--- src/rtl/uart_bus_pkg.sv ---
package uart_bus_pkg;
  localparam int ADDR_W = 12;
  localparam int DATA_W = 8;

  localparam logic [ADDR_W-1:0] OFF_TXQ  = 12'h000;
  localparam logic [ADDR_W-1:0] OFF_RXQ  = 12'h008;
  localparam logic [ADDR_W-1:0] OFF_STAT = 12'h010;
  localparam logic [ADDR_W-1:0] OFF_DIV  = 12'h018;
  localparam logic [ADDR_W-1:0] OFF_IEN  = 12'h020;

  localparam int ST_RX_EMPTY = 0;
  localparam int ST_TX_EMPTY = 1;
  localparam int ST_RX_FULL  = 2;
  localparam int ST_TX_FULL  = 3;

  typedef enum logic {BUS_IDLE, BUS_HOLD} bus_state_e;
  typedef enum logic [1:0] {RX_IDLE, RX_START, RX_DATA, RX_STOP} rx_state_e;
endpackage

--- src/rtl/uart_fifo.sv ---
module uart_fifo #(
  parameter int DEPTH = 64,
  parameter int WIDTH = 8
) (
  input  logic             clk,
  input  logic             rst,
  input  logic             in_valid,
  output logic             in_ready,
  input  logic [WIDTH-1:0] in_data,
  output logic             out_valid,
  input  logic             out_ready,
  output logic [WIDTH-1:0] out_data
);
  localparam int AW = (DEPTH > 1) ? $clog2(DEPTH) : 1;
  localparam logic [AW:0] FULL_CNT = DEPTH[AW:0];

  logic [WIDTH-1:0] mem [DEPTH];
  logic [AW:0] wr_ptr, rd_ptr, count;
  logic push, pop;

  assign count     = wr_ptr - rd_ptr;
  assign in_ready  = (count != FULL_CNT);
  assign out_valid = (count != '0);
  assign push      = in_valid && in_ready;
  assign pop       = out_valid && out_ready;
  assign out_data  = mem[rd_ptr[AW-1:0]];

  always_ff @(posedge clk) begin
    if (rst) begin
      wr_ptr <= '0;
      rd_ptr <= '0;
    end else begin
      if (push) wr_ptr <= wr_ptr + 1'b1;
      if (pop)  rd_ptr <= rd_ptr + 1'b1;
    end
  end

  always_ff @(posedge clk) begin
    if (push) mem[wr_ptr[AW-1:0]] <= in_data;
  end

  // occupancy never passes the configured depth
  a_r12_no_overflow: assert property (@(posedge clk) disable iff (rst)
    count <= FULL_CNT);
endmodule

--- src/rtl/uart_baud_tick.sv ---
module uart_baud_tick #(
  parameter int DIV_W = 8
) (
  input  logic             clk,
  input  logic             rst,
  input  logic [DIV_W-1:0] divisor,
  output logic             tick
);
  logic [DIV_W-1:0] cnt;

  always_ff @(posedge clk) begin
    if (rst) begin
      cnt  <= '0;
      tick <= 1'b0;
    end else if (cnt >= divisor) begin
      cnt  <= '0;
      tick <= 1'b1;
    end else begin
      cnt  <= cnt + 1'b1;
      tick <= 1'b0;
    end
  end

  // with a nonzero, steady divisor two ticks never sit back to back
  a_r5_tick_spacing: assert property (@(posedge clk) disable iff (rst)
    (tick && divisor != '0 && $stable(divisor)) |=> !tick);
endmodule

--- src/rtl/uart_tx.sv ---
module uart_tx #(
  parameter int OS = 16
) (
  input  logic       clk,
  input  logic       rst,
  input  logic       tick,
  input  logic       in_valid,
  output logic       in_ready,
  input  logic [7:0] in_data,
  output logic       txd_o
);
  localparam int SW = (OS > 1) ? $clog2(OS) : 1;
  localparam logic [SW-1:0] SUB_LAST = SW'(OS - 1);
  localparam int FRAME_BITS = 10;

  logic        busy;
  logic [9:0]  shreg;
  logic [3:0]  bitn;
  logic [SW-1:0] sub;

  assign in_ready = !busy;
  assign txd_o    = busy ? shreg[0] : 1'b1;

  always_ff @(posedge clk) begin
    if (rst) begin
      busy  <= 1'b0;
      shreg <= '1;
      bitn  <= '0;
      sub   <= '0;
    end else if (!busy) begin
      if (in_valid) begin
        shreg <= {1'b1, in_data, 1'b0};
        busy  <= 1'b1;
        bitn  <= '0;
        sub   <= '0;
      end
    end else if (tick) begin
      if (sub == SUB_LAST) begin
        sub <= '0;
        if (bitn == 4'(FRAME_BITS - 1)) begin
          busy <= 1'b0;
        end else begin
          shreg <= {1'b1, shreg[9:1]};
          bitn  <= bitn + 1'b1;
        end
      end else begin
        sub <= sub + 1'b1;
      end
    end
  end

  // a frame starts only when the queue offered a byte
  a_r2_load_on_valid: assert property (@(posedge clk) disable iff (rst)
    $rose(busy) |-> $past(in_valid));
endmodule

--- src/rtl/uart_rx.sv ---
module uart_rx
  import uart_bus_pkg::*;
#(
  parameter int OS = 16
) (
  input  logic       clk,
  input  logic       rst,
  input  logic       tick,
  input  logic       rxd_async,
  output logic       out_valid,
  output logic [7:0] out_data
);
  localparam int SW = (OS > 1) ? $clog2(OS) : 1;
  localparam logic [SW-1:0] SUB_LAST = SW'(OS - 1);
  localparam logic [SW-1:0] SUB_HALF = SW'(OS / 2 - 1);

  logic [1:0]    sync;
  logic          rxs;
  logic          armed;
  rx_state_e     state;
  logic [SW-1:0] sub;
  logic [2:0]    bitn;
  logic [7:0]    shreg;

  assign rxs      = sync[1];
  assign out_data = shreg;

  always_ff @(posedge clk) begin
    if (rst) sync <= 2'b11;
    else     sync <= {sync[0], rxd_async};
  end

  always_ff @(posedge clk) begin
    if (rst) begin
      state     <= RX_IDLE;
      armed     <= 1'b0;
      sub       <= '0;
      bitn      <= '0;
      shreg     <= '0;
      out_valid <= 1'b0;
    end else begin
      out_valid <= 1'b0;
      if (tick) begin
        unique case (state)
          RX_IDLE: begin
            if (rxs) begin
              armed <= 1'b1;
            end else if (armed) begin
              state <= RX_START;
              sub   <= '0;
            end
          end
          RX_START: begin
            if (sub == SUB_HALF) begin
              sub  <= '0;
              bitn <= '0;
              state <= rxs ? RX_IDLE : RX_DATA;
            end else begin
              sub <= sub + 1'b1;
            end
          end
          RX_DATA: begin
            if (sub == SUB_LAST) begin
              sub   <= '0;
              shreg <= {rxs, shreg[7:1]};
              if (bitn == 3'd7) state <= RX_STOP;
              else              bitn  <= bitn + 1'b1;
            end else begin
              sub <= sub + 1'b1;
            end
          end
          RX_STOP: begin
            if (sub == SUB_LAST) begin
              sub       <= '0;
              state     <= RX_IDLE;
              out_valid <= rxs;
              armed     <= rxs;
            end else begin
              sub <= sub + 1'b1;
            end
          end
          default: state <= RX_IDLE;
        endcase
      end
    end
  end

  // each completed frame yields a single-cycle delivery
  a_r10_single_delivery: assert property (@(posedge clk) disable iff (rst)
    out_valid |=> !out_valid);
  // a delivery only follows a high stop sample
  a_r11_stop_high: assert property (@(posedge clk) disable iff (rst)
    out_valid |-> $past(rxs));
endmodule

--- src/rtl/uart_bus_port.sv ---
module uart_bus_port
  import uart_bus_pkg::*;
#(
  parameter int FIFO_DEPTH = 64,
  parameter int OVERSAMPLE = 16
) (
  input  logic        clk,
  input  logic        rst,
  input  logic [11:0] adr_i,
  input  logic [7:0]  dat_i,
  output logic [7:0]  dat_o,
  input  logic        we_i,
  input  logic        cyc_i,
  input  logic        stb_i,
  output logic        ack_o,
  output logic        irq_o,
  output logic        txd_o,
  input  logic        rxd_i
);
  bus_state_e state;
  logic       ack_q;
  logic [7:0] divisor;
  logic       ien_rx, ien_tx;
  logic       tick;

  logic       txq_in_valid, txq_in_ready, txq_out_valid, txq_out_ready;
  logic [7:0] txq_out_data;
  logic       rxq_in_valid, rxq_in_ready, rxq_out_valid, rxq_out_ready;
  logic [7:0] rxq_in_data, rxq_out_data;

  logic       take, sel_wr, sel_rd;
  logic [7:0] rd_val;
  logic       rx_pop, tx_push;

  assign take   = (state == BUS_IDLE) && cyc_i && stb_i;
  assign sel_wr = take && we_i;
  assign sel_rd = take && !we_i;
  assign ack_o  = ack_q && cyc_i && stb_i;

  assign txq_in_valid  = sel_wr && (adr_i == OFF_TXQ);
  assign rxq_out_ready = sel_rd && (adr_i == OFF_RXQ);
  assign rx_pop        = rxq_out_valid && rxq_out_ready;
  assign tx_push       = txq_in_valid && txq_in_ready;

  assign irq_o = (rxq_out_valid && ien_rx) || (!txq_out_valid && ien_tx);

  always_comb begin
    rd_val = '0;
    unique case (adr_i)
      OFF_RXQ:  rd_val = rxq_out_valid ? rxq_out_data : 8'h00;
      OFF_STAT: begin
        rd_val[ST_RX_EMPTY] = !rxq_out_valid;
        rd_val[ST_TX_EMPTY] = !txq_out_valid;
        rd_val[ST_RX_FULL]  = !rxq_in_ready;
        rd_val[ST_TX_FULL]  = !txq_in_ready;
      end
      OFF_DIV:  rd_val = divisor;
      OFF_IEN:  rd_val = {6'b0, ien_tx, ien_rx};
      default:  rd_val = '0;
    endcase
  end

  always_ff @(posedge clk) begin
    if (rst) begin
      state   <= BUS_IDLE;
      ack_q   <= 1'b0;
      dat_o   <= '0;
      divisor <= '0;
      ien_rx  <= 1'b0;
      ien_tx  <= 1'b0;
    end else begin
      unique case (state)
        BUS_IDLE: begin
          if (take) begin
            ack_q <= 1'b1;
            state <= BUS_HOLD;
            if (we_i) begin
              if (adr_i == OFF_DIV) divisor <= dat_i;
              if (adr_i == OFF_IEN) begin
                ien_rx <= dat_i[0];
                ien_tx <= dat_i[1];
              end
            end else begin
              dat_o <= rd_val;
            end
          end
        end
        BUS_HOLD: begin
          if (!stb_i) begin
            ack_q <= 1'b0;
            state <= BUS_IDLE;
          end
        end
        default: state <= BUS_IDLE;
      endcase
    end
  end

  uart_baud_tick #(.DIV_W(8)) u_tick (
    .clk(clk), .rst(rst), .divisor(divisor), .tick(tick)
  );

  uart_fifo #(.DEPTH(FIFO_DEPTH), .WIDTH(8)) u_txq (
    .clk(clk), .rst(rst),
    .in_valid(txq_in_valid), .in_ready(txq_in_ready), .in_data(dat_i),
    .out_valid(txq_out_valid), .out_ready(txq_out_ready), .out_data(txq_out_data)
  );

  uart_tx #(.OS(OVERSAMPLE)) u_tx (
    .clk(clk), .rst(rst), .tick(tick),
    .in_valid(txq_out_valid), .in_ready(txq_out_ready), .in_data(txq_out_data),
    .txd_o(txd_o)
  );

  uart_rx #(.OS(OVERSAMPLE)) u_rx (
    .clk(clk), .rst(rst), .tick(tick), .rxd_async(rxd_i),
    .out_valid(rxq_in_valid), .out_data(rxq_in_data)
  );

  uart_fifo #(.DEPTH(FIFO_DEPTH), .WIDTH(8)) u_rxq (
    .clk(clk), .rst(rst),
    .in_valid(rxq_in_valid), .in_ready(rxq_in_ready), .in_data(rxq_in_data),
    .out_valid(rxq_out_valid), .out_ready(rxq_out_ready), .out_data(rxq_out_data)
  );

  // acknowledge only rises after a request was seen on the previous edge
  a_r1_ack_after_req: assert property (@(posedge clk) disable iff (rst)
    $rose(ack_o) |-> $past(cyc_i && stb_i));
  // acknowledge holds while the request holds
  a_r1_ack_held: assert property (@(posedge clk) disable iff (rst)
    ack_o |=> (ack_o || !(cyc_i && stb_i)));
  // at most one pop per transaction
  a_r9_single_pop: assert property (@(posedge clk) disable iff (rst)
    rx_pop |=> !rx_pop);
  // at most one push per transaction
  a_r9_single_push: assert property (@(posedge clk) disable iff (rst)
    tx_push |=> !tx_push);
endmodule

--- config.mk ---
export PLATFORM = sky130hd
export DESIGN_NAME = uart_bus_port
export DESIGN_NICKNAME = d
export VERILOG_FILES = /design/src/rtl/uart_bus_pkg.sv /design/src/rtl/uart_fifo.sv /design/src/rtl/uart_baud_tick.sv /design/src/rtl/uart_tx.sv /design/src/rtl/uart_rx.sv /design/src/rtl/uart_bus_port.sv
export SDC_FILE = /design/constraint.sdc
export NUM_CORES = 1
export LEC_CHECK = 0
export BUFFER_PORTS_ARGS = -buffer_cell sky130_fd_sc_hd__buf_2
export CELL_PAD_IN_SITES_DETAIL_PLACEMENT = 1
export CELL_PAD_IN_SITES_GLOBAL_PLACEMENT = 1
export CORE_ASPECT_RATIO = 0.9
export CORE_MARGIN = 4
export CORE_UTILIZATION = 45
export CTS_BUF_LIST = sky130_fd_sc_hd__clkbuf_4 sky130_fd_sc_hd__clkbuf_8 sky130_fd_sc_hd__clkbuf_16
export DETAILED_ROUTE_END_ITERATION = 16
export PLACE_DENSITY_LB_ADDON = 0.05
export SLEW_MARGIN = 40
export SYNTH_ARGS = -nofsm -noshare
export SYNTH_HDL_FRONTEND = slang
export SYNTH_SLANG_ARGS = --single-unit
--- constraint.sdc ---
create_clock -name clk -period 3.1 [get_ports clk]
set_clock_uncertainty 0.05 [all_clocks]
set_input_delay 0.155 -clock clk [delete_from_list [all_inputs] [get_ports clk]]
set_output_delay 0.155 -clock clk [all_outputs]
set_load 0.1 [all_outputs]
* After elaboration in Yosys (flattened, before gate mapping)
Memory sizes are Yosys's and may differ from the RTL's. A register that Yosys moved wholly into a read port is not among the register bits. Cells that the tools add are included.
Cells by class: magnitude comparators 1, multipliers 0, reduce and logical (&&, ||, !) cells 42, bitwise logic cells 5, eq/ne operators 27, shifts and indexed selects 0, $add $sub $neg 11, divide/modulo/power cells 0, mux-type cells 57
Operator list (number):
- $mux W10 | 5
- $mux W4 | 12
- $add A7 B1 Y7 const B | 4
- $eq A12 B5 Y1 const B | 2
- $mux W6 | 4
- $mux W1 | 17
- $pmux W4 S4 | 1
- $reduce_and A4 Y1 | 4
- $logic_and A1 B1 Y1 | 14
- $mux W2 | 7
- $ne A2 B2 Y1 const B | 7
- $ne A7 B7 Y1 const B | 2
- $reduce_bool A7 Y1 | 2
- $sub A7 B7 Y7 | 2
- $add A4 B1 Y4 const B | 3
- $eq A12 B4 Y1 const B | 1
- $eq A12 B6 Y1 const B | 1
- $eq A4 B4 Y1 const B | 3
- $logic_not A12 Y1 | 1
- $ne A2 B1 Y1 const B | 6
- $pmux W4 S3 | 1
- $mux W3 | 3
- $reduce_and A3 Y1 | 3
- $add A8 B1 Y8 const B | 1
- other kinds (21) | 37
Storage, ports and cells: ROM bits 0, memories kept 2, output and inout bits 11, word-level logic and storage cells 168, input port bits 26, bits in writable memories 1024, latch bits 0, flip-flop bits (word level) 97
Memories:
- u_rxq.mem | depth 64, width 8, rd ports 1, clocked after memory_dff 1, wr ports 1, line uart_fifo.sv:17 | logic [WIDTH-1:0] mem [DEPTH];
- u_txq.mem | depth 64, width 8, rd ports 1, clocked after memory_dff 1, wr ports 1, line uart_fifo.sv:17

* Logic depth before layout (Yosys ltp)
depth after elaboration 8, mapped depth 12, mapped depth without buffers 9

* Cells and area by module
From an unflattened synthesis, not the netlist that was laid out.
Second synthesis, totals: cells, all modules 2504, area total of the unflattened synthesis 45449.8 um2
Modules (own cells, without submodules):
- uart_fifo (u_rxq) | area each 21003.9 um2, cells an instance 1052, times used 1, sequential area each 15775.1 um2
- uart_fifo (u_txq) | area each 20955.1 um2, cells an instance 1070, times used 1, sequential area each 15775.1 um2
- uart_bus_port | area each 987.2 um2, cells an instance 116, times used 1, sequential area each 400.4 um2
- uart_tx | area each 960.9 um2, cells an instance 109, times used 1, sequential area each 360.3 um2
- uart_rx | area each 952.2 um2, cells an instance 98, times used 1, sequential area each 420.4 um2
- uart_baud_tick | area each 590.6 um2, cells an instance 59, times used 1, sequential area each 180.2 um2

* Worst setup path before layout
Ideal clock, no wire load.
path kind register to register, start point reg u_txq.wr_ptr[1], end point mem u_txq.mem[60][0], enable pin, slack 0.114 ns, library setup time 0.371 ns, buffers on the path 1, required time 2.679 ns, period minus slack after synthesis 2.986 ns, data arrival time 2.565 ns, stages on the path, launching flop included 10, path through dfxtp_1 -> ha_1 -> nand2b_1 -> a21oi_1 -> o311ai_1 -> o311ai_4 -> a21oi_1 -> buf_2 -> nand4_1 -> nor2_1
On the way: word-level cells in the longest chain between the ends 5
RTL lines:
- start, declared | line uart_fifo.sv:18 | logic [AW:0] wr_ptr, rd_ptr, count;
- start signal, assigned | line uart_fifo.sv:33 | if (push) wr_ptr <= wr_ptr + 1'b1;
- $sub A7 B7 Y7 | line uart_fifo.sv:21 | assign count = wr_ptr - rd_ptr;
- $ne A7 B7 Y1 | line uart_fifo.sv:22 | assign in_ready = (count != FULL_CNT);
- $logic_and A1 B1 Y1 | line uart_fifo.sv:24 | assign push = in_valid && in_ready;
- $mux W1 | line uart_fifo.sv:39 | if (push) mem[wr_ptr[AW-1:0]] <= in_data;
- $mux W1 (implied by the code) | line uart_fifo.sv:39
- end, declared | line uart_fifo.sv:17
Parallel ways exist; a longest one is shown, timed or not.

* Final worst setup path
start point reg u_txq.rd_ptr[2], end point out irq_o
On the way: word-level cells in the longest chain between the ends 5
RTL lines:
- start, declared | line uart_fifo.sv:18
- start signal, assigned | line uart_fifo.sv:34 | if (pop) rd_ptr <= rd_ptr + 1'b1;
- $sub A7 B7 Y7 | line uart_fifo.sv:21
- $reduce_bool A7 Y1 | line uart_fifo.sv:23 | assign out_valid = (count != '0);
- $logic_not A1 Y1 | line uart_bus_port.sv:45 | assign irq_o = (rxq_out_valid && ien_rx) || (!txq_out_valid && ien_tx);
- $logic_and A1 B1 Y1 | line uart_bus_port.sv:45
- $logic_or A1 B1 Y1 | line uart_bus_port.sv:45
- end, declared | line uart_bus_port.sv:16 | output logic irq_o,
Every way passes these cells.

==> impl_metrics.json <==
{
  "grt_max_degree": 104,
  "antenna_found_initial": 1,
  "drtIter0Drc": 1753,
  "async_flop_share": 0,
  "hold_viol_final": 0,
  "hold_class": "input pin to register",
  "cts_tree": "done",
  "grt_pass1_vias": 24904,
  "crit_type": "register to output port",
  "yosys.area.top_type": "edfxtp_1",
  "wl_per_cell_um": 29.0,
  "setup_viol": 1,
  "synth_nets": 2421,
  "clock_power_share": 0.396,
  "synth-seq-cells": 1132,
  "dp_hpwl_um": 74500,
  "grt-ovfl-total": 0,
  "endpoint_kind": "output port",
  "ir_drop_v": 0.000502,
  "synth.distinct_cells": 61,
  "maxCapViolCount": 0,
  "synth-edff-count": 1024,
  "slew_violations": 0,
  "core_area_um2": 97200,
  "hold_ws_ns": 0.0642,
  "portBuffers": 36,
  "powerDensity_nw_per_um2": 660,
  "p_comb_frac": 0.120,
  "synthTopCellsByArea": "edfxtp_1, mux4_2, dfxtp_1",
  "drive_above_1_share": 0.322,
  "areaGrowthSynthToFinish_pct": 18.2,
  "initial_core_util": 0.456,
  "gp_congestion": 0.856,
  "vias": 23439,
  "final_nets": 2661,
  "pwr-share-seq": 0.483,
  "drt-total-wl_um": 115000,
  "clock.fmax_mhz": 313,
  "diodes": 0,
  "ios": 37,
  "h-tree-depth": 3,
  "remaining_drc_errors": 0,
  "grt_pass1_wl_um": 172000,
  "p_sw_w": 0.00796,
  "crit_fanout": 4,
  "netlist_instances": 2364,
  "cp-start-kind": "register",
  "place_ws_ns": -0.260,
  "status": "complete, but fails checks",
  "numCtsBuffers": 115,
  "synthFlopType": "edfxtp_1",
  "die-area_um2": 104000,
  "synth_area_per_cell_um2": 18.8,
  "worst_slack_ns": -0.0934,
  "p_int_w": 0.0267,
  "period_minus_slack_ns": 3.19,
  "violations": "setup timing",
  "drtAntennaViolNets": 0,
  "grt_usage": 0.223,
  "first_pass_iters": 5,
  "num_rows": 108,
  "clockBufferDepth": 3,
  "required_ns": 2.89,
  "die-height_um": 306,
  "crit_arrival_ns": 2.99,
  "worst_slew_pin_slew_ns": 1.07,
  "clk_latency_ns": 0.69,
  "final_common_cell": "edfxtp_1",
  "p_leak_nw": 16.4,
  "synth_top_area_share": 0.693,
  "finalCritPeriodShare": 1.03,
  "clk_pin_slew_ns": 0.06,
  "netlist_area_um2": 44300,
  "layout_common_cells": "edfxtp_1, mux4_2, buf_4",
  "synth_warnings": 0,
  "dieWidth_um": 339,
  "slew_headroom": 0.287,
  "yosysSeqAreaShare": 0.742,
  "clock-sinks": 1132,
  "p_sw_frac": 0.230,
  "viasPerCell": 5.91,
  "grt_setup_unrepaired": "true",
  "cts-root-buf": "clkbuf_16"
}
[layout make-up]
| class | count | area [um^2] |
|---|---|---|
| tap | 1265 | 1580 |
| timing repair buffer | 243 | 2230 |
| sequential | 1132 | 33000 |
| multi-input combinational | 1076 | 11700 |
| inverter | 36 | 135 |
| clock buffer | 146 | 3180 |
| clock inverter | 66 | 569 |
| fill | 8607 | 44800 |
[cells by family after synthesis]
family,share of synthesized area
XOR/XNOR,0.00494
multiplexers,0.136
AO/OA/AOI/OAI,0.0496
adder cells (fa/ha/maj),0.00875
AND/OR/NAND/NOR,0.0442
buffers and inverters,0.0142
flip-flops,0.742
[metal layers]
metal | share of wire | GRT usage | routed length (um)
met5 | 0 | 0 | 0
met4 | 0.024 | 0.0582 | 2810
met3 | 0.040 | 0.0301 | 4640
met2 | 0.50 | 0.379 | 58000
met1 | 0.43 | 0.306 | 49700
[final timing paths]
check                                startpoint               end  slack [ns]  cells after the start
worst min-delay path                   dat_i[3]  u_txq.mem[38][3]        0.06                      1
worst min register to register    u_tx.shreg[0]     u_tx.shreg[0]        0.40                      2
worst max register to register  u_rxq.rd_ptr[3]  u_rxq.mem[21][5]        0.09                     11
worst max-delay path            u_txq.rd_ptr[2]             irq_o       -0.09                     12
[critical path: stages (launching register included)]
cell      delay, ns
dfxtp_2        0.34
inv_2          0.05
ha_4           0.24
o21ai_2        0.14
a21oi_2        0.07
or3_4          0.35
o311ai_4       0.31
buf_6          0.14
buf_6          0.10
nor2_2         0.04
buf_6          0.13
a22o_4         0.22
buf_12         0.16
[flip-flops by register name, indices dropped and copies added (netlist names), 8 cells and up, named ones only]
name / count
u_tick.cnt: 8
u_tx.shreg: 9
dat_o: 8
divisor: 8
u_rx.out_data: 8
u_rxq.mem: 512
u_txq.mem: 512
[cells in the mapped netlist, types with 21 or more instances]
cell type  count
mux4_2       256
dfxtp_1      108
nand2_1       43
a221oi_1      21
a21oi_1       83
o21ai_0       24
ha_1          31
nand3_1       26
mux2i_1       23
inv_1         36
nor2_1       219
edfxtp_1    1024
a22oi_1      100
clkbuf_1      74
buf_2         33
[stage by stage]
stage / utilization / total power (W) / TNS [ns] / cell area, um^2 / cells
6_report: 0.539 / 0.0346 / -0.0934 / 52400 / 3964
5_1_grt: 0.539 / 0.0359 / -0.687 / 52400 / 3964
4_1_cts: 0.532 / 0.0349 / -0.192 / 51700 / 3952
3_5_place_dp: 0.488 / 0.0211 / -87.92 / 47400 / 3722
3_3_place_gp: 0.487 / 0.0210 / -35.75 / 47400 / 3722
2_1_floorplan: - / 0.0193 / 0 / 44300 / 2364
[what timing repair did]
item                       in CTS  in global routing
resized for setup             118                110
pin swaps                       8                  8
hold endpoints to repair      204                  0
hold buffers                   15                  0
setup buffers                   3                  7
setup endpoints to repair     838                781
[power groups by stage]
stage	clock, W	combinational [W]	sequential, W
6_report	0.0137	0.00417	0.0167
5_1_grt	0.0147	0.00442	0.0167
4_1_cts	0.0140	0.00414	0.0167
3_5_place_dp	0	0.00402	0.0170
3_3_place_gp	0	0.00401	0.0170
2_1_floorplan	0	0.00235	0.0170
No activity file was read; power rests on OpenSTA's default activity.
